### config.mk
export PLATFORM = sky130hd
export DESIGN_NAME = stop_wake_ctrl
export DESIGN_NICKNAME = d
export VERILOG_FILES = /design/src/rtl/stop_wake_ctrl.sv
export SDC_FILE = /design/constraint.sdc
export NUM_CORES = 1
export LEC_CHECK = 0
export CAP_MARGIN = 10
export CORE_MARGIN = 3
export CORE_UTILIZATION = 38
export DETAILED_ROUTE_END_ITERATION = 12
export GPL_TIMING_DRIVEN = 0
export PLACE_DENSITY = 0.82
export RECOVER_POWER = 25
export SKIP_CTS_REPAIR_TIMING = 1
export SLEW_MARGIN = 5
export SYNTH_ARGS = -nofsm -noshare
export SYNTH_HDL_FRONTEND = slang
export SYNTH_SLANG_ARGS = --single-unit
### constraint.sdc
create_clock -name clk -period 5.4 [get_ports clk]
set_input_delay 1.35 -clock clk [delete_from_list [all_inputs] [get_ports clk]]
set_output_delay 1.35 -clock clk [all_outputs]
set_load 0.1 [all_outputs]
### src/rtl/stop_wake_ctrl.sv
module stop_wake_ctrl #(
  parameter int N_IRQ         = 8,
  parameter int LVL_W         = 3,
  parameter int SETTLE_CYCLES = 16
) (
  input  logic                   clk,
  input  logic                   rst_n,
  input  logic                   ctl_we,
  input  logic                   ctl_stop,
  input  logic [1:0]             ctl_div,
  input  logic                   ctl_drive,
  input  logic                   ctl_xpin,
  input  logic                   ctl_src,
  input  logic [1:0]             ctl_osd,
  input  logic [N_IRQ-1:0]       irq_req,
  input  logic [N_IRQ*LVL_W-1:0] irq_lvl,
  input  logic                   gie,
  output logic                   osc_en,
  output logic                   cpu_clk_en,
  output logic                   per_clk_en,
  output logic                   stop_flag,
  output logic [1:0]             div_sel,
  output logic                   drive_hi,
  output logic                   clk_src,
  output logic                   xout_oe,
  output logic                   xout_hi,
  output logic                   pin_hold,
  output logic                   err_refused,
  output logic                   wake_ack
);
  localparam int CW = $clog2(SETTLE_CYCLES + 1);
  localparam logic [CW-1:0] CNT_LOAD = CW'(SETTLE_CYCLES - 1);

  typedef enum logic [1:0] {S_RUN, S_STOP, S_SETTLE} state_t;

  state_t         st;
  logic [CW-1:0]  cnt;
  logic           xpin;
  logic [N_IRQ-1:0] armed;

  for (genvar i = 0; i < N_IRQ; i++) begin : g_arm
    assign armed[i] = irq_req[i] && (irq_lvl[i*LVL_W +: LVL_W] != '0);
  end

  wire wake_irq = gie && (|armed);
  wire in_run   = (st == S_RUN);
  wire stop_req = in_run && ctl_we && ctl_stop;
  wire refuse   = stop_req && (ctl_osd != 2'b00);
  wire enter    = stop_req && !refuse;

  always_ff @(posedge clk or negedge rst_n) begin
    if (!rst_n) begin
      st          <= S_RUN;
      cnt         <= '0;
      div_sel     <= 2'b00;
      drive_hi    <= 1'b0;
      clk_src     <= 1'b0;
      xpin        <= 1'b0;
      err_refused <= 1'b0;
      wake_ack    <= 1'b0;
    end else begin
      wake_ack <= 1'b0;
      case (st)
        S_RUN: if (ctl_we) begin
          div_sel     <= ctl_div;
          drive_hi    <= ctl_drive;
          clk_src     <= ctl_src;
          xpin        <= ctl_xpin;
          err_refused <= refuse;
          if (enter) begin
            div_sel  <= 2'b11;
            drive_hi <= 1'b1;
            cnt      <= CNT_LOAD;
            st       <= wake_irq ? S_SETTLE : S_STOP;
          end
        end
        S_STOP: if (wake_irq) begin
          cnt <= CNT_LOAD;
          st  <= S_SETTLE;
        end
        S_SETTLE: if (cnt == '0) begin
          st       <= S_RUN;
          wake_ack <= 1'b1;
        end else begin
          cnt <= cnt - CW'(1);
        end
        default: st <= S_RUN;
      endcase
    end
  end

  assign stop_flag  = (st == S_STOP);
  assign osc_en     = !stop_flag;
  assign cpu_clk_en = in_run;
  assign per_clk_en = in_run;
  assign pin_hold   = stop_flag;
  assign xout_oe    = xpin;
  assign xout_hi    = stop_flag && xpin;
endmodule


== Word level (Yosys, flattened, before mapping) ==
Cells that the tools add are included.
W data, S select, Z words.

* Add/subtract/negate cells: 1
* Equality and inequality tests: 7
* Multiplexer cells: 15
* Reduce and logical (&&, ||, !) cells: 32

{| class="wikitable"
|+ Operators by type and width
! cell !! count
|-
| $reduce_bool A3 Y1 || 9
|-
| $mux W5 || 4
|-
| $pmux W5 S3 || 1
|-
| $logic_and A1 B1 Y1 || 14
|-
| $mux W2 || 6
|-
| $reduce_or A8 Y1 || 1
|-
| $ne A2 B2 Y1 const B || 3
|-
| $pmux W2 S3 || 1
|-
| $logic_not A5 Y1 || 1
|-
| $reduce_and A5 Y1 || 1
|-
| $sub A5 B1 Y5 const B || 1
|-
| $ne A2 B1 Y1 const B || 2
|-
| $reduce_and A4 Y1 || 1
|-
| $mux W1 || 3
|-
| $eq A2 B1 Y1 const B || 1
|-
| $eq A2 B2 Y1 const B || 1
|-
| $logic_not A1 Y1 || 2
|-
| $logic_not A2 Y1 || 1
|-
| $reduce_and A2 Y1 || 1
|-
| $reduce_bool A2 Y1 || 1
|}

* Register bits: 14
* Bits of input ports: 44
* Word-level logic and storage cells: 63

== Depth between registers and ports, before layout ==
* Depth in word-level cells: 9
* Mapped depth: 6
* Depth with buffers taken out: 6

== Worst setup path after synthesis ==
No wires, ideal clock.

* Path type: register to output
* Start: register st[1]
* End: output xout_hi
* Data arrival time: 3.047 ns
* Data required time: 4.050 ns
* Slack: 1.003 ns
* Cell stages (with the launch flop): 5
* Buffers on the path: 1
* Path through: dfrtp_1 -> nand2b_1 -> clkbuf_1 -> inv_1 -> and2_1

* Cells in the longest elaborated chain, start to end: 2

{| class="wikitable"
|+ Ends and longest elaborated chain
! what !! RTL line !! source
|-
| start: declaration || 36 || <nowiki>state_t st;</nowiki>
|-
| start signal: assignment || 74 || <nowiki>st <= wake_irq ? S_SETTLE : S_STOP;</nowiki>
|-
| $eq A2 B1 Y1 || 92 || <nowiki>assign stop_flag = (st == S_STOP);</nowiki>
|-
| named net pin_hold || 27 || <nowiki>output logic pin_hold,</nowiki>
|-
| $logic_and A1 B1 Y1 || 98 || <nowiki>assign xout_hi = stop_flag && xpin;</nowiki>
|-
| end: declaration || 26 || <nowiki>output logic xout_hi,</nowiki>
|}

The timed path passes the listed nets, and every way through them passes these cells.

== Worst setup path after layout ==
* Start: register st[1]
* End: output xout_hi

* Cells in the longest elaborated chain, start to end: 2

{| class="wikitable"
|+ Ends and longest elaborated chain
! what !! RTL line
|-
| $eq A2 B1 Y1 || 92
|-
| $logic_and A1 B1 Y1 || 98
|}

Every way passes these cells.

==> flow_summary.toml <==
[status]
outcome = "finished clean"

[logic_synthesis]
ys_async_sr_fraction_pct = 100.0
synthMuxAreaShare_pct = 3.846
synth_fa_ha_area_share_pct = 2.849
ys_seq_area_share_pct = 39.89
ys_ff_latch = 14
netlist_area_um2 = 878.3
synthSimpleGateAreaFrac_pct = 18.95
yosysMostFrequentCell = "dfrtp_1"
synth_edf_count = 0
postSynthCellCount = 91
synthesis.nets = 137
synth_top_family_by_area = "compound AO/OA/AOI/OAI gates"
syn_avg_cell_area_um2 = 9.652
synthTopCellsByArea = "dfrtp_1, o31ai_1, nand2_1"
yosys-top-cells-count = "dfrtp_1, nand2_1, o31ai_1"
synth_xor_area_share_pct = 0
yosys_warnings = 0
synth_top_area_cell = "dfrtp_1"
synthFlopType = "dfrtp_1"
yosysTopAreaCellShare_pct = 39.89
synth-compound-area-share_pct = 29.77
synth.distinct_cells = 34

[timing]
worst_pin_slew_ps = 973.2
rsz0062_at_grt = "no"
period_share_pct = 71.33
fin_setup_tns_ps = 0
fin_ws_ps = 1548
max_freq_ghz = 0.2596
setup_viol = 0
relSlewSlack_pct = 34.92
finalMaxSlewViolations = 0
finalCriticalPeriod_ps = 3852
finClkSkew_ps = 2.403
finalHoldViolCount = 0

[power]
power.switching_uw = 411.1
p_clk_share_pct = 7.3
internal-power_uw = 358.2
power_density_nw_per_um2 = 515.8
power.leakage_nw = 0.5996
seq_power_share_pct = 24.9
fin_total_pwr_uw = 769.3
power.share.combinational_pct = 67.8
peakVddDrop_mv = 0.3886
swShare_pct = 53.44

[critical_path]
critical_path.slowest_cell = "clkdlybuf4s50_1"
crit_path_end_kind = "output pin"
crit_buf_inv = 3
slowest_delay_ps = 1120
crit_family = "buffers and inverters"
critical_path_arrival_ps = 2500
critPathMaxFanout = 8
worstPathCellList = "nand2b_1 > clkbuf_1 > inv_1 > and2_1 > clkdlybuf4s50_1"
critical_path_class = "flop to output pin"
start_kind = "flop"
crit_required_ps = 4050

[worst_hold_path]
holdCritPathClass = "flop to flop"

[place]
routabilityCongestion = 0.8199
dp_hpwl_um = 2048
place_ws_ps = 1858
dpl_cell_area_um2 = 1473
port_buffers = 56

[cts]
numClockSinks = 14
cts_buffers = 3
htreeDepth = 1
clk_latency_ps = 270
clkSlewWorstSetupHoldPaths_ps = 80
cts_buffer_depth = 2
cts_tree = "done"
cts-root-buf = "clkbuf_4"

[floorplanning]
core_area_um2 = 2082
io-pin-count = 57
initial_core_util_pct = 42.19
die_w_um = 54.08
die_area_um2 = 2924
die-height_um = 54.08
fp-row-count = 16

[global_route]
grt_first_pass_wirelength_um = 3981
grt_pass1_vias = 991
overflow = 0
grt_util_all_layers_pct = 18.94
grt_start_max_net_pins = 15
antenna_found_initial = 0

[routing]
drt_wl_total_um = 2425
antenna_left = 0
drc = 0
dr.pass1.iters = 4
first_iter_violations = 21
wire_per_inst_um = 13.70
viasPerCell = 5.475
vias = 969

[cells_and_area]
syn_to_final_growth_pct = 69.80
num_antenna_cells = 0
regArea_um2 = 350.3
nets = 198
nFillCells = 163
layout-drive-gt1-share_pct = 8.667
fin_area_um2 = 1491
multi_input_area_um2 = 483.0

[job]
drv_cap = 0
logic make-up after synthesis:
| kind of cell | count (synthesis) |
|---|---|
| AO/OA/AOI/OAI | 32 |
| adder cells (fa/ha/maj) | 2 |
| buffers and inverters | 9 |
| flip-flops | 14 |
| multiplexers | 3 |
| AND/OR/NAND/NOR | 31 |
stage by stage:
| step | hold WS, ps | cells | utilization, % |
|---|---|---|---|
| after floorplan | 500.5 | 91 | - |
| after global placement | 486.7 | 174 | 70.73 |
| after detailed placement | 497.4 | 174 | 70.73 |
| after CTS | 514.6 | 177 | 71.81 |
| after global routing | 532.5 | 177 | 71.63 |
| final | 513.1 | 177 | 71.63 |
state kept, by name, summed over array words and instances (netlist names):
signal and cells:
clk_src 1, cnt 5, div_sel 2, drive_hi 1
err_refused 1, st 2, wake_ack 1, xout_oe 1
worst reg2reg max path: cells and delay by family, from the launching register on:
family	cells	cell delay, ps
AND/OR/NAND/NOR	2	760
flip-flops	1	410
AO/OA/AOI/OAI	2	350
adder cells (fa/ha/maj)	1	200
buffers and inverters	1	110
placed cells by master (no fill, tap or decap), drive strengths merged, types with 3 or more instances in the layout:
cell / instances
clkdlybuf4s50: 55
dfrtp: 14
o31ai: 9
nand2: 9
nor2: 6
inv: 5
clkbuf: 5
o211ai: 4
mux2: 3
a21oi: 3
o22a: 3
o21ai: 3
and2: 3
cell type report:
class / count / share of cell area, %
plain buffers: 4 / 1.510
clock buffers: 3 / 1.510
inverters: 5 / 1.258
multi-input cells: 68 / 32.38
flip-flops and latches: 14 / 23.49
well taps: 27 / 2.265
repair buffers: 56 / 37.58
power groups by stage:
stage	clock [mW]	combinational (mW)	sequential [mW]
after global placement	0	0.513	0.191
after CTS	0.0582	0.527	0.192
after detailed placement	0	0.525	0.194
final	0.0563	0.522	0.191
after floorplan	0	0.218	0.364
after global routing	0.0634	0.555	0.198
path summary, 6_finish.rpt:
| path | from | to | slack [ps] | cells after the start |
|---|---|---|---|---|
| worst max-delay path | st[1] | xout_hi | 1550 | 5 |
| worst min-delay path | div_sel[1] | div_sel[1] | 510 | 1 |
| worst max register to register | cnt[0] | cnt[2] | 3440 | 6 |
| worst min register to register | div_sel[1] | div_sel[1] | 510 | 1 |
| max in group asynchronous | rst_n | xout_oe | 3480 | 1 |
| min in group asynchronous | rst_n | div_sel[0] | 1530 | 1 |
routing by layer:
metal  global-route usage (%)  vias up  wire, um
met4                    10.79        0        53
met5                        0        -         0
met3                    7.202        6       341
li1                         -      465         -
met2                    32.06       69      1130
met1                    19.97      429       900
No activity file was read; power rests on OpenSTA's default activity.
